<file path="config.mk">
export PLATFORM = sky130hd
export DESIGN_NAME = jtag_pin_finder
export DESIGN_NICKNAME = d
export VERILOG_FILES = /design/src/rtl/jpf_pkg.sv /design/src/rtl/jpf_tck_gen.sv /design/src/rtl/jpf_seq.sv /design/src/rtl/jpf_pin_mux.sv /design/src/rtl/jtag_pin_finder.sv
export SDC_FILE = /design/constraint.sdc
export NUM_CORES = 1
export LEC_CHECK = 0
export BUFFER_PORTS_ARGS = -buffer_cell sky130_fd_sc_hd__buf_2
export CAP_MARGIN = 30
export CORE_MARGIN = 8
export CORE_UTILIZATION = 45
export CTS_BUF_LIST = sky130_fd_sc_hd__clkbuf_2 sky130_fd_sc_hd__clkbuf_4 sky130_fd_sc_hd__clkbuf_8
export CTS_CLUSTER_DIAMETER = 40
export DETAILED_ROUTE_END_ITERATION = 10
export GPL_TIMING_DRIVEN = 0
export PLACE_DENSITY_LB_ADDON = 0.08
export REMOVE_ABC_BUFFERS = 1
export SYNTH_ARGS = -nofsm -noshare
export SYNTH_HDL_FRONTEND = slang
export SYNTH_HIERARCHICAL = 1
export SYNTH_SLANG_ARGS = --single-unit
export TNS_END_PERCENT = 5
</file>
<file path="constraint.sdc">
create_clock -name clk_i -period 9.3 [get_ports clk_i]
set_input_delay 0.93 -clock clk_i [delete_from_list [all_inputs] [get_ports clk_i]]
set_output_delay 0.93 -clock clk_i [all_outputs]
set_load 0.01 [all_outputs]
</file>
<file path="src/rtl/jpf_pkg.sv">
package jpf_pkg;
  localparam int unsigned NPINS  = 4;
  localparam int unsigned NPERMS = 24;
  localparam int unsigned PERM_W = $clog2(NPERMS);

  typedef logic [1:0] pin_t;

  typedef struct packed {
    pin_t tdo;
    pin_t tdi;
    pin_t tms;
    pin_t tck;
  } roles_t;

  // lexicographic rank -> (tck, tms, tdi, tdo) pin numbers
  function automatic roles_t perm_decode(input logic [PERM_W-1:0] idx);
    roles_t      r;
    logic [3:0]  used;
    int unsigned rank [3];
    int unsigned sel  [3];
    int unsigned n;
    int unsigned last;
    rank[0] = int'(idx) / 6;
    rank[1] = (int'(idx) % 6) / 2;
    rank[2] = int'(idx) % 2;
    used = '0;
    last = 0;
    for (int k = 0; k < 3; k++) begin
      n      = 0;
      sel[k] = 0;
      for (int p = 0; p < 4; p++) begin
        if (!used[p]) begin
          if (n == rank[k]) sel[k] = p;
          n++;
        end
      end
      used[sel[k]] = 1'b1;
    end
    for (int p = 0; p < 4; p++) if (!used[p]) last = p;
    r.tck = pin_t'(sel[0]);
    r.tms = pin_t'(sel[1]);
    r.tdi = pin_t'(sel[2]);
    r.tdo = pin_t'(last);
    return r;
  endfunction
endpackage

</file>
<file path="src/rtl/jpf_tck_gen.sv">
module jpf_tck_gen #(
  parameter int unsigned DIV_W = 8
) (
  input  logic             clk_i,
  input  logic             rst_ni,
  input  logic             en_i,
  input  logic [DIV_W-1:0] div_i,
  output logic             tck_o,
  output logic             rise_o,
  output logic             fall_o
);
  logic [DIV_W-1:0] cnt_q;
  logic             tck_q;
  logic             hit;

  assign hit = en_i && (cnt_q == div_i);

  always_ff @(posedge clk_i or negedge rst_ni) begin
    if (!rst_ni) begin
      cnt_q <= '0;
      tck_q <= 1'b0;
    end else if (!en_i) begin
      cnt_q <= '0;
      tck_q <= 1'b0;
    end else if (hit) begin
      cnt_q <= '0;
      tck_q <= ~tck_q;
    end else begin
      cnt_q <= cnt_q + 1'b1;
    end
  end

  assign tck_o  = tck_q;
  assign rise_o = hit && !tck_q;
  assign fall_o = hit && tck_q;

  AST_TCK_HOLD: assert property (@(posedge clk_i) disable iff (!rst_ni)
    (en_i && cnt_q != '0) |-> $stable(tck_q));
  AST_TCK_IDLE_LOW: assert property (@(posedge clk_i) disable iff (!rst_ni)
    (!en_i && !$past(en_i)) |-> !tck_q);
endmodule

</file>
<file path="src/rtl/jpf_seq.sv">
module jpf_seq
  import jpf_pkg::*;
#(
  parameter int unsigned RST_CYC  = 5,
  parameter int unsigned IR_MAX   = 8,
  parameter int unsigned DATA_LEN = 8,
  parameter int unsigned ZERO_IDX = 3
) (
  input  logic              clk_i,
  input  logic              rst_ni,
  input  logic              start_i,
  input  logic              rise_i,
  input  logic              fall_i,
  input  logic              tdo_i,
  output logic              busy_o,
  output logic [PERM_W-1:0] perm_o,
  output logic              tms_o,
  output logic              tdi_o,
  output logic              found_o,
  output logic              none_o
);
  localparam int unsigned STEPS  = RST_CYC + IR_MAX + DATA_LEN + 9;
  localparam int unsigned STEP_W = $clog2(STEPS);
  localparam logic [STEP_W-1:0] S_RTI  = STEP_W'(RST_CYC);
  localparam logic [STEP_W-1:0] S_SDR  = STEP_W'(RST_CYC + 1);
  localparam logic [STEP_W-1:0] S_SIR  = STEP_W'(RST_CYC + 2);
  localparam logic [STEP_W-1:0] S_IRL  = STEP_W'(RST_CYC + 4 + IR_MAX);
  localparam logic [STEP_W-1:0] S_UIR  = STEP_W'(RST_CYC + 5 + IR_MAX);
  localparam logic [STEP_W-1:0] S_SDR2 = STEP_W'(RST_CYC + 6 + IR_MAX);
  localparam logic [STEP_W-1:0] S_DR0  = STEP_W'(RST_CYC + 9 + IR_MAX);
  localparam logic [STEP_W-1:0] S_LAST = STEP_W'(STEPS - 1);
  localparam logic [STEP_W-1:0] ZIDX   = STEP_W'(ZERO_IDX);
  localparam logic [PERM_W-1:0] P_LAST = PERM_W'(NPERMS - 1);

  logic              busy_q, err_q, found_q, none_q;
  logic [STEP_W-1:0] step_q;
  logic [PERM_W-1:0] perm_q;
  logic [STEP_W-1:0] data_idx;
  logic              in_data, in_check, exp_bit;

  assign data_idx = step_q - S_DR0;
  assign in_data  = (step_q >= S_DR0);
  assign in_check = (step_q > S_DR0);
  // the bit shifted in one clock earlier must come back now
  assign exp_bit  = ((data_idx - 1'b1) != ZIDX);

  always_comb begin
    tms_o = 1'b0;
    tdi_o = 1'b1;
    if (step_q < S_RTI)                                   tms_o = 1'b1;
    else if (step_q == S_SDR || step_q == S_SIR)          tms_o = 1'b1;
    else if (step_q == S_IRL || step_q == S_UIR
             || step_q == S_SDR2)                         tms_o = 1'b1;
    if (in_data && data_idx == ZIDX)                      tdi_o = 1'b0;
  end

  always_ff @(posedge clk_i or negedge rst_ni) begin
    if (!rst_ni) begin
      busy_q  <= 1'b0;
      err_q   <= 1'b0;
      found_q <= 1'b0;
      none_q  <= 1'b0;
      step_q  <= '0;
      perm_q  <= '0;
    end else if (!busy_q) begin
      if (start_i) begin
        busy_q  <= 1'b1;
        err_q   <= 1'b0;
        found_q <= 1'b0;
        none_q  <= 1'b0;
        step_q  <= '0;
        perm_q  <= '0;
      end
    end else begin
      if (rise_i && in_check && (tdo_i != exp_bit)) err_q <= 1'b1;
      if (fall_i) begin
        if (step_q == S_LAST) begin
          step_q <= '0;
          err_q  <= 1'b0;
          if (!err_q) begin
            busy_q  <= 1'b0;
            found_q <= 1'b1;
          end else if (perm_q == P_LAST) begin
            busy_q <= 1'b0;
            none_q <= 1'b1;
          end else begin
            perm_q <= perm_q + 1'b1;
          end
        end else begin
          step_q <= step_q + 1'b1;
        end
      end
    end
  end

  assign busy_o  = busy_q;
  assign perm_o  = perm_q;
  assign found_o = found_q;
  assign none_o  = none_q;

  AST_STEP_ON_FALL: assert property (@(posedge clk_i) disable iff (!rst_ni)
    (busy_q && !fall_i) |=> (step_q == $past(step_q)));
  AST_RESET_TMS: assert property (@(posedge clk_i) disable iff (!rst_ni)
    (busy_q && step_q < S_RTI) |-> tms_o);
  AST_START_IGNORED: assert property (@(posedge clk_i) disable iff (!rst_ni)
    (busy_q && start_i && !fall_i) |=> (perm_q == $past(perm_q) && busy_q));
endmodule

</file>
<file path="src/rtl/jpf_pin_mux.sv">
module jpf_pin_mux
  import jpf_pkg::*;
(
  input  logic             clk_i,
  input  logic             rst_ni,
  input  logic             busy_i,
  input  roles_t           roles_i,
  input  logic             tck_i,
  input  logic             tms_i,
  input  logic             tdi_i,
  input  logic [NPINS-1:0] pin_i,
  output logic [NPINS-1:0] pin_o,
  output logic [NPINS-1:0] pin_oe_o,
  output logic             tdo_o
);
  logic [NPINS-1:0] sync1_q, sync2_q;

  always_ff @(posedge clk_i or negedge rst_ni) begin
    if (!rst_ni) begin
      sync1_q <= '1;
      sync2_q <= '1;
    end else begin
      sync1_q <= pin_i;
      sync2_q <= sync1_q;
    end
  end

  for (genvar p = 0; p < NPINS; p++) begin : g_pin
    always_comb begin
      if (roles_i.tck == pin_t'(p))      pin_o[p] = tck_i;
      else if (roles_i.tms == pin_t'(p)) pin_o[p] = tms_i;
      else                               pin_o[p] = tdi_i;
    end
    assign pin_oe_o[p] = busy_i && (roles_i.tdo != pin_t'(p));
  end

  assign tdo_o = sync2_q[roles_i.tdo];
endmodule

</file>
<file path="src/rtl/jtag_pin_finder.sv">
module jtag_pin_finder
  import jpf_pkg::*;
#(
  parameter int unsigned DIV_W    = 8,
  parameter int unsigned RST_CYC  = 5,
  parameter int unsigned IR_MAX   = 8,
  parameter int unsigned DATA_LEN = 8,
  parameter int unsigned ZERO_IDX = 3
) (
  input  logic             clk_i,
  input  logic             rst_ni,
  input  logic             start_i,
  input  logic [DIV_W-1:0] div_i,
  input  logic [3:0]       pin_i,
  output logic [3:0]       pin_o,
  output logic [3:0]       pin_oe_o,
  output logic             found_o,
  output logic             none_o,
  output logic [4:0]       perm_o,
  output logic [1:0]       tck_pin_o,
  output logic [1:0]       tms_pin_o,
  output logic [1:0]       tdi_pin_o,
  output logic [1:0]       tdo_pin_o
);
  logic              busy, tck, rise, fall, tms, tdi, tdo;
  logic [PERM_W-1:0] perm;
  roles_t            roles;
  logic [3:0]        role_mask;

  jpf_tck_gen #(.DIV_W(DIV_W)) u_tck (
    .clk_i  (clk_i),
    .rst_ni (rst_ni),
    .en_i   (busy),
    .div_i  (div_i),
    .tck_o  (tck),
    .rise_o (rise),
    .fall_o (fall)
  );

  jpf_seq #(
    .RST_CYC  (RST_CYC),
    .IR_MAX   (IR_MAX),
    .DATA_LEN (DATA_LEN),
    .ZERO_IDX (ZERO_IDX)
  ) u_seq (
    .clk_i   (clk_i),
    .rst_ni  (rst_ni),
    .start_i (start_i),
    .rise_i  (rise),
    .fall_i  (fall),
    .tdo_i   (tdo),
    .busy_o  (busy),
    .perm_o  (perm),
    .tms_o   (tms),
    .tdi_o   (tdi),
    .found_o (found_o),
    .none_o  (none_o)
  );

  assign roles = perm_decode(perm);

  jpf_pin_mux u_mux (
    .clk_i    (clk_i),
    .rst_ni   (rst_ni),
    .busy_i   (busy),
    .roles_i  (roles),
    .tck_i    (tck),
    .tms_i    (tms),
    .tdi_i    (tdi),
    .pin_i    (pin_i),
    .pin_o    (pin_o),
    .pin_oe_o (pin_oe_o),
    .tdo_o    (tdo)
  );

  assign perm_o    = perm;
  assign tck_pin_o = roles.tck;
  assign tms_pin_o = roles.tms;
  assign tdi_pin_o = roles.tdi;
  assign tdo_pin_o = roles.tdo;
  assign role_mask = (4'b0001 << roles.tck) | (4'b0001 << roles.tms)
                   | (4'b0001 << roles.tdi) | (4'b0001 << roles.tdo);

  AST_ROLES_DISTINCT: assert property (@(posedge clk_i) disable iff (!rst_ni)
    $countones(role_mask) == 4);
  AST_PERM_STEP: assert property (@(posedge clk_i) disable iff (!rst_ni)
    (busy && $past(busy) && perm != $past(perm)) |-> (perm == $past(perm) + 1'b1));
  AST_IDLE_FLOAT: assert property (@(posedge clk_i) disable iff (!rst_ni)
    !busy |-> (pin_oe_o == 4'b0000));
  AST_TDO_FLOAT: assert property (@(posedge clk_i) disable iff (!rst_ni)
    busy |-> ($countones(pin_oe_o) == 3 && !pin_oe_o[roles.tdo]));
  AST_DONE_EXCL: assert property (@(posedge clk_i) disable iff (!rst_ni)
    !(found_o && none_o));
  AST_FOUND_HOLD: assert property (@(posedge clk_i) disable iff (!rst_ni)
    (found_o && !start_i) |=> (found_o && $stable(perm)));
endmodule

</file>
==> impl_metrics.json, run 1 <==
{
  "status": "finished clean",
  "fin_crit_ns": 6.20,
  "die-area_um2": 8410,
  "ir_drop_v": 0.000120,
  "via_count": 2161,
  "synth_enable_flop_cells": 0,
  "die_y_um": 91.7,
  "r2r_slack_ns": 3.78,
  "wl_met3_um": 247,
  "critPathRequiredTime_ns": 8.37,
  "cts_buffer_depth": 2,
  "antenna_found_initial": 0,
  "cp-end-kind": "primary output",
  "ys_ff_latch": 31,
  "path_cells": "ha_1 -> and4b_1 -> o21ai_0 -> nand2_1 -> ha_1 -> nand2b_1 -> nor4bb_1 -> ha_1 -> inv_1 -> nor2_1 -> a21oi_1 -> nand2_1 -> o22ai_2 -> inv_1 -> ha_1 -> nor4bb_1 -> o211ai_1 -> o211a_1 -> a211o_1 -> a21boi_0 -> buf_2",
  "rsz0062_at_grt": "no",
  "regArea_um2": 786,
  "drc": 0,
  "ys_warn_count": 6,
  "clk_root_buffer_cell": "clkbuf_8",
  "synth_area_leader_cell": "dfrtp_1",
  "grt_first_pass_wirelength_mm": 9.33,
  "drt-initial-drc-count": 48,
  "setup-violations-final": 0,
  "wl_met2_mm": 2.61,
  "final_hold_viol_count": 0,
  "area_growth_syn_to_layout_pct": 12.9,
  "finalClockSkew_ns": 0.00728,
  "post-cts-setup-buffers": 0,
  "p_leak_nw": 1.37,
  "tightestPinTransition_ns": 0.877,
  "worstSetupPathType": "reg -> out",
  "cts.sinks": 31,
  "grt_max_degree": 32,
  "fin_nets": 349,
  "wl_per_cell_um": 14.0,
  "clk_latency_ns": 0.28,
  "num_io_pins": 38,
  "fmax_mhz": 161,
  "crit_slowest_cell": "dfrtp_1",
  "clk_pin_slew_ns": 0.06,
  "top_layer": "met4",
  "path_common_cell": "ha_1",
  "multi_input_area_um2": 1670,
  "yosysSeqAreaShare": 0.305,
  "fp.coreArea_um2": 5540,
  "finalSetupTns_ns": 0,
  "synth_cell_type_count": 68,
  "min_period_over_period": 0.667,
  "netlist_area_um2": 2580,
  "routed_wl_mm": 5.50,
  "maxSlewViolCount": 0,
  "synth_flop_cell": "dfrtp_1",
  "design_area_um2": 2910,
  "worst_setup_path_start_kind": "flop",
  "powerDensity_nw_per_um2": 150,
  "crit_buf_inv": 3,
  "io_buffers": 37,
  "cts_tree": "yes",
  "gp_congestion": 0.771,
  "crit_family": "simple AND/OR/NAND/NOR gates",
  "grt_pass1_vias": 2098,
  "nFillCells": 556,
  "worstHoldPathType": "reg -> reg",
  "maxCapViolations": 0,
  "cts-htree-levels": 2,
  "drive_above_1_share": 0.231,
  "grt_usage": 0.132,
  "synthArstFlopShare": 1.00,
  "drtAntennaViolNets": 0,
  "synthCells": 284,
  "rows": 27,
  "timing.max_slew.rel_slack": 0.409,
  "hpwl_mm": 4.19,
  "gr-total-overflow": 0,
  "hold_buffers": 0,
  "wl_met1_mm": 2.60,
  "synth_area_leaders": "dfrtp_1 (22%), dfstp_2 (8.1%), ha_1 (7.3%)",
  "post_cts_resized": 0,
  "first_pass_iters": 4,
  "max_stage_delay_ns": 0.57,
  "detail_route.vias_per_cell": 5.51,
  "syn_area_per_cell_um2": 9.08,
  "worst_ep_arrival_time_ns": 5.27,
  "yosysTopAreaCellShare": 0.223,
  "die_x_um": 91.7,
  "cp_max_fo": 18,
  "dpl_cell_area_um2": 2800,
  "initial_core_util": 0.466,
  "n_antenna_cell": 0,
  "numCtsBuffers": 5
}
[registers in the layout, summed over array words and instances (netlist names)]
register	cells
u_seq/found_o	1
u_tck/cnt_q	8
u_seq/err_q	1
u_seq/perm_o	5
u_tck/tck_o	1
u_seq/none_o	1
u_seq/step_q	5
u_mux/sync1_q	4
u_seq/busy_o	1
u_mux/sync2_q	4
[cells in the final DEF, fill, tap and decap left out, drive strengths merged, types with 2 or more instances in the layout]
cell type	n
o31ai	3
o21ai	18
buf	37
dfrtp	23
nand3b	6
nand3	13
nor2b	4
inv	18
nor3b	3
nand2b	7
o21a	5
or2	3
nand4	7
nand2	24
a31oi	4
clkbuf	6
and3	8
and2b	3
a21boi	4
o22ai	3
nor3	2
and4b	2
o211a	2
a211oi	2
ha	15
xnor2	14
nor2	20
xor2	8
dfstp	8
mux2i	11
and2	3
o211ai	6
nor4bb	2
a21oi	9
[metrics by stage]
stage	total power, W	instances	worst slack [ns]	utilization	hold WS, ns
finish	0.000437	392	3.10	0.526	0.355
global route	0.000466	392	2.64	0.526	0.358
CTS	0.000443	392	3.07	0.526	0.357
detailed placement	0.000305	384	3.40	0.505	0.347
global placement	0.000302	384	3.43	0.505	0.346
floorplan	0.000271	275	3.95	-	0.345
[synthesized netlist by cell type, types with 3 or more instances]
cell type,instances
nand2_1,23
a21oi_1,8
nand3b_1,5
nand2b_1,7
xor2_1,8
a21boi_0,4
nor2_1,20
buf_2,3
inv_1,18
and3_1,7
a31oi_1,3
nor2b_1,4
ha_1,15
mux2i_1,10
xnor2_1,14
dfstp_2,8
dfrtp_1,23
o31ai_1,3
nand3_1,13
o21ai_0,16
o211ai_1,4
nor3b_1,3
nand4_1,5
[cell type report]
type | count | share of cell area
Multi-Input combinational cell | 226 | 0.572
Sequential cell | 31 | 0.270
Timing Repair Buffer | 37 | 0.0636
Tap cell | 72 | 0.0309
Clock buffer | 6 | 0.0284
Inverter | 18 | 0.0232
Clock inverter | 2 | 0.0120
[per-layer routing]
| layer | track usage | vias up |
|---|---|---|
| met5 | 0 | - |
| met4 | 0.0403 | 0 |
| met3 | 0.0277 | 5 |
| met2 | 0.226 | 46 |
| met1 | 0.161 | 1022 |
| li1 | - | 1088 |
[path summary, 6_finish.rpt]
path / startpoint / endpoint / depth (start not counted)
worst max-delay path: u_seq/perm_o[3] / pin_oe_o[3] / 21
worst min-delay path: u_mux/sync1_q[3] / u_mux/sync2_q[3] / 0
worst max register to register: u_seq/perm_o[3] / u_seq/err_q / 22
worst min register to register: u_mux/sync1_q[3] / u_mux/sync2_q[3] / 0
max in group asynchronous: rst_ni / u_tck/cnt_q[1] / 1
min in group asynchronous: rst_ni / u_tck/cnt_q[7] / 1
[report_power, final]
part           switching [W]  leakage, nW  internal [W]  total (W)
logic              0.0000512        0.934     0.0000518   0.000103
registers          0.0000365        0.375      0.000161   0.000198
clock network      0.0000495       0.0612     0.0000866   0.000136
[cells by family (layout without fill, tap and decap cells)]
| group | count (synthesis) | count (layout) | share of synthesized area |
|---|---|---|---|
| AOI/OAI and AO/OA | 66 | 66 | 0.185 |
| xor gates and xnor gates | 23 | 23 | 0.0834 |
| buffers and inverters | 27 | 63 | 0.0495 |
| adders and majority gates | 16 | 16 | 0.0766 |
| DFF | 31 | 31 | 0.305 |
| and+or+nand+nor | 108 | 108 | 0.241 |
| muxes | 13 | 13 | 0.0606 |
Note: power is estimated with default switching activity, not from simulation.
==> inputs of run 2 (changes only) <==
--- a/config.mk
+++ b/config.mk
@@ -5,6 +5,7 @@
 export SDC_FILE = /design/constraint.sdc
 export NUM_CORES = 1
 export LEC_CHECK = 0
+export ABC_AREA = 1
 export BUFFER_PORTS_ARGS = -buffer_cell sky130_fd_sc_hd__buf_2
 export CAP_MARGIN = 30
 export CORE_MARGIN = 8
==> constraint.sdc (replaced) <==
create_clock -name clk_i -period 6.29 [get_ports clk_i]
set_input_delay 0.629 -clock clk_i [delete_from_list [all_inputs] [get_ports clk_i]]
set_output_delay 0.629 -clock clk_i [all_outputs]
set_load 0.01 [all_outputs]
==> impl_metrics.json, run 2 <==
{
  "drt-initial-drc-count": 96,
  "drtAntennaViolNets": 0,
  "layout.cells.most_common": "nand2_1",
  "cp-end-kind": "primary output",
  "numCtsBuffers": 5,
  "clk_latency_ns": 0.28,
  "fp.coreArea_um2": 5890,
  "n_antenna_cell": 0,
  "cts_tree": "yes",
  "tightestPinTransition_ns": 0.681,
  "yosysSeqAreaShare": 0.287,
  "crit_slowest_cell": "dfrtp_1",
  "ys_warn_count": 6,
  "ir_drop_v": 0.000235,
  "drive_above_1_share": 0.219,
  "synth_flop_cell": "dfrtp_1",
  "worst_setup_path_start_kind": "flop",
  "setup-violations-final": 0,
  "timing.max_slew.rel_slack": 0.546,
  "initial_core_util": 0.465,
  "path_common_cell": "nand2_1",
  "synth_area_leaders": "dfrtp_1 (21%), nand2_1 (16%), inv_1 (9.0%)",
  "synthArstFlopShare": 1.00,
  "synth_common_cells": "nand2_1 (118), inv_1 (66), nand3_1 (45)",
  "wl_per_cell_um": 11.0,
  "powerDensity_nw_per_um2": 223,
  "maxSlewViolCount": 0,
  "holdPathStages": 0,
  "grt_first_pass_wirelength_mm": 10.5,
  "via_count": 2596,
  "layout_common_cells": "nand2_1 (118), inv_1 (66), nand3_1 (45)",
  "crit_family": "simple AND/OR/NAND/NOR gates",
  "reg2reg_from": "u_seq/perm_o[3]",
  "netlist_area_um2": 2740,
  "cts-htree-levels": 2,
  "gr-total-overflow": 0,
  "timing.rr.end": "u_seq/err_q",
  "dpl_cell_area_um2": 3010,
  "reg2reg_depth": 39,
  "crit_buf_inv": 8,
  "detail_route.vias_per_cell": 4.81,
  "synthCells": 422,
  "gp_congestion": 0.838,
  "synth_area_leader_cell": "dfrtp_1",
  "antenna_found_initial": 0,
  "hp-start": "u_mux/sync1_q[2]",
  "die_y_um": 94.0,
  "fmax_mhz": 177,
  "post-cts-setup-buffers": 0,
  "critPathRequiredTime_ns": 5.66,
  "synth_cell_type_count": 34,
  "finalClockSkew_ns": 0.00276,
  "grt_pass1_vias": 2462,
  "hold_ws_ns": 0.356,
  "synth_enable_flop_cells": 0,
  "worstHoldPathType": "reg -> reg",
  "hold_buffers": 0,
  "post_cts_resized": 0,
  "yosysMostFrequentCell": "nand2_1",
  "p_leak_nw": 1.80,
  "syn_area_per_cell_um2": 6.49,
  "cts_buffer_depth": 2,
  "die-area_um2": 8840,
  "clk_root_buffer_cell": "clkbuf_8",
  "largest_reg_flops": 8,
  "grt_max_degree": 32,
  "nFillCells": 611,
  "cp_max_fo": 12,
  "rows": 28,
  "yosysTopAreaCellShare": 0.210,
  "grt_usage": 0.143,
  "drc": 0,
  "design_area_um2": 3120,
  "max_stage_delay_ns": 0.59,
  "status": "finished clean",
  "ys_ff_latch": 31,
  "final_hold_viol_count": 0,
  "worstSetupPathType": "reg -> out",
  "hpwl_mm": 4.71,
  "p_total_w": 0.000696,
  "rsz0062_at_grt": "no",
  "finalSetupTns_ns": 0,
  "regMostFlops": "u_tck/cnt_q",
  "worst_ep_arrival_time_ns": 5.01,
  "routed_wl_mm": 5.97,
  "area_growth_syn_to_layout_pct": 14.1,
  "cts.sinks": 31,
  "fin_crit_ns": 5.64,
  "num_io_pins": 38,
  "fin_nets": 494,
  "clk_pin_slew_ns": 0.07,
  "hold-path-endpoint": "u_mux/sync2_q[2]",
  "r2r_slack_ns": 1.21,
  "maxCapViolations": 0,
  "die_x_um": 94.0,
  "first_pass_iters": 4,
  "io_buffers": 37,
  "min_period_over_period": 0.897
}
run 2: power by group:
group / switching [W] / internal [W] / total (W)
Combinational: 0.000128 / 0.0000891 / 0.000217
Clock: 0.0000737 / 0.000128 / 0.000202
Sequential: 0.0000409 / 0.000237 / 0.000278
run 2: area by class of cell:
| class | count | area [µm²] | area share |
|---|---|---|---|
| repair buffers | 37 | 185 | 0.0593 |
| multi-input cells | 306 | 1630 | 0.522 |
| flip-flops and latches | 31 | 786 | 0.252 |
| inverters | 83 | 312 | 0.0997 |
| clock buffers | 6 | 82.6 | 0.0264 |
| clock inverters | 2 | 35.0 | 0.0112 |
| well taps | 75 | 93.8 | 0.0300 |
run 2: logic make-up after synthesis:
group / after synthesis / synth area share
adders and majority gates: 15 / 0.0685
and+or+nand+nor: 246 / 0.418
xor gates and xnor gates: 9 / 0.0288
buffers and inverters: 85 / 0.118
AOI/OAI and AO/OA: 36 / 0.0799
DFF: 31 / 0.287
run 2: worst max path at each step:
stage	start	endpoint	slack, ns	cells past startpoint
finish	u_seq/perm_o[3]	pin_oe_o[0]	0.65	35
global route	u_seq/perm_o[3]	pin_oe_o[0]	0.01	35
CTS	u_seq/perm_o[3]	pin_oe_o[0]	0.57	35
detailed placement	u_seq/perm_o[3]	pin_oe_o[0]	0.90	35
global placement	u_seq/perm_o[3]	pin_oe_o[0]	0.99	35
floorplan	u_seq/perm_o[3]	pin_oe_o[0]	1.41	34
run 2: metrics by stage:
step                       util  setup slack [ns]  instances
after global placement    0.511             0.991        532
final                     0.531             0.646        540
after global routing      0.531            0.0146        540
after floorplan               -              1.41        420
after CTS                 0.531             0.575        540
after detailed placement  0.511             0.901        532
run 2: routing by layer:
metal | track usage | up-vias | part of all wire
li1 | - | 1402 | -
met1 | 0.176 | 1136 | 0.48
met2 | 0.239 | 52 | 0.46
met3 | 0.0352 | 6 | 0.052
met4 | 0.0436 | 0 | 0.011
met5 | 0 | - | 0
==> inputs of run 3 (changes only) <==
--- a/config.mk
+++ b/config.mk
@@ -15,6 +15,7 @@
 export DETAILED_ROUTE_END_ITERATION = 10
 export GPL_TIMING_DRIVEN = 0
 export PLACE_DENSITY_LB_ADDON = 0.08
+export RECOVER_POWER = 50
 export REMOVE_ABC_BUFFERS = 1
 export SYNTH_ARGS = -nofsm -noshare
 export SYNTH_HDL_FRONTEND = slang
==> impl_metrics.json, run 3 (synthesized netlist as in run 2, its figures left out) <==
{
  "status": "complete, but fails checks",
  "violations": "max-capacitance violations, max-slew violations",
  "post-cts-setup-buffers": 0,
  "met2_usage": 0.239,
  "hp-start": "u_mux/sync1_q[2]",
  "cts-htree-levels": 2,
  "finalClockSkew_ns": 0.00271,
  "timing.max_slew.rel_slack": -0.0883,
  "num_io_pins": 38,
  "maxSlewViolCount": 32,
  "largest_reg_flops": 8,
  "fin_ws_ns": 0.648,
  "regMostFlops": "u_tck/cnt_q",
  "pre_cts_ws_ns": 0.901,
  "die-area_um2": 8840,
  "fin_crit_ns": 5.64,
  "grt_first_pass_wirelength_mm": 10.5,
  "die_y_um": 94.0,
  "cp-startpoint": "u_seq/perm_o[3]",
  "fin_cells": 540,
  "cp_max_fo": 12,
  "critPathRequiredTime_ns": 5.66,
  "fmax_mhz": 177,
  "grt_max_degree": 32,
  "grt_pass1_vias": 2462,
  "detail_route.vias_per_cell": 4.81,
  "io_buffers": 37,
  "clk_pin_slew_ns": 0.07,
  "cp-end-kind": "primary output",
  "rsz0062_at_grt": "no",
  "hold_buffers": 0,
  "n_antenna_cell": 0,
  "fin_nets": 494,
  "antenna_found_initial": 0,
  "p_leak_nw": 1.80,
  "finalSetupTns_ns": 0,
  "hold_ws_ns": 0.356,
  "layout.cells.most_common": "nand2_1",
  "dp.cells": 532,
  "layout_common_cells": "nand2_1 (119), inv_1 (66), nand3_1 (45)",
  "cts_tree": "yes",
  "drive_above_1_share": 0.215,
  "grt_use_met1": 0.176,
  "cts.sinks": 31,
  "drt-initial-drc-count": 96,
  "busiest_layer": "met2",
  "clk_latency_ns": 0.28,
  "min_period_over_period": 0.897,
  "drc": 0,
  "powerDensity_nw_per_um2": 223,
  "grtUsageMet3": 0.0352,
  "gr-total-overflow": 0,
  "reg2reg_from": "u_seq/perm_o[3]",
  "crit_slowest_cell": "dfrtp_1",
  "first_pass_iters": 4,
  "initial_core_util": 0.465,
  "via_count": 2597,
  "rows": 28,
  "area_growth_syn_to_layout_pct": 13.8,
  "wl_per_cell_um": 11.0,
  "maxCapViolations": 1,
  "tightestPinTransition_ns": 1.63,
  "cts_buffer_depth": 2,
  "clk_root_buffer_cell": "clkbuf_8",
  "die_x_um": 94.0,
  "numCtsBuffers": 5,
  "drtAntennaViolNets": 0,
  "hpwl_mm": 4.71,
  "worst_setup_path_start_kind": "flop",
  "worst_ep_arrival_time_ns": 5.01,
  "worstSetupPathType": "reg -> out",
  "routed_wl_mm": 5.96,
  "path_common_cell": "nand2_1",
  "post_cts_resized": 0,
  "max_stage_delay_ns": 0.59,
  "fp.coreArea_um2": 5890,
  "grt_usage": 0.143,
  "final_hold_viol_count": 0,
  "gp_congestion": 0.838,
  "worstHoldPathType": "reg -> reg",
  "setup-violations-final": 0,
  "ir_drop_v": 0.000235
}
[run 3: cell types whose count changed in the layout (fill, tap and decap cells not counted), sizes merged]
cell and change:
clkbuf +1, buf -1
[run 3: worst paths after layout]
kind | cells after the start | endpoint | slack, ns
max | 35 | pin_oe_o[0] | 0.65
min | 0 | u_mux/sync2_q[2] | 0.36
max reg2reg | 39 | u_seq/err_q | 1.21
min reg2reg | 0 | u_mux/sync2_q[2] | 0.36
max in group asynchronous | 1 | u_tck/cnt_q[4] | 4.59
min in group asynchronous | 1 | u_seq/step_q[1] | 0.76
[run 3: power breakdown]
group / switching [W] / internal, W
Sequential: 0.0000409 / 0.000237
Clock: 0.0000736 / 0.000128
Combinational: 0.000127 / 0.0000889
[run 3: metal layers]
layer | vias to the layer above | wire, µm
met5 | - | 0
met4 | 0 | 63
met3 | 6 | 316
met2 | 54 | 2740
met1 | 1135 | 2840
li1 | 1402 | -
[run 3: cell type report]
cell class / instances / area (µm²)
Fill cell: 612 / 2770
Multi-Input combinational cell: 306 / 1620
Tap cell: 75 / 93.8
Clock buffer: 6 / 82.6
Clock inverter: 2 / 35.0
Timing Repair Buffer: 37 / 184
Sequential cell: 31 / 786
Inverter: 83 / 312
[run 3: critical path, delay by kind of cell (launching register included)]
kind	cells	cell delay (ns)
flip-flops	1	0.59
buffers and inverters	8	0.61
AO/OA/AOI/OAI	2	0.29
AND/OR/NAND/NOR	21	2.14
adder cells (fa/ha/maj)	4	1.06
[run 3: metrics by stage]
stage | instance area (µm²) | power (W) | utilization
2_1_floorplan | 2730 | 0.000444 | -
3_5_place_dp | 3010 | 0.000498 | 0.511
4_1_cts | 3120 | 0.000706 | 0.531
6_report | 3120 | 0.000696 | 0.529
3_3_place_gp | 3010 | 0.000494 | 0.511
5_1_grt | 3120 | 0.000755 | 0.529
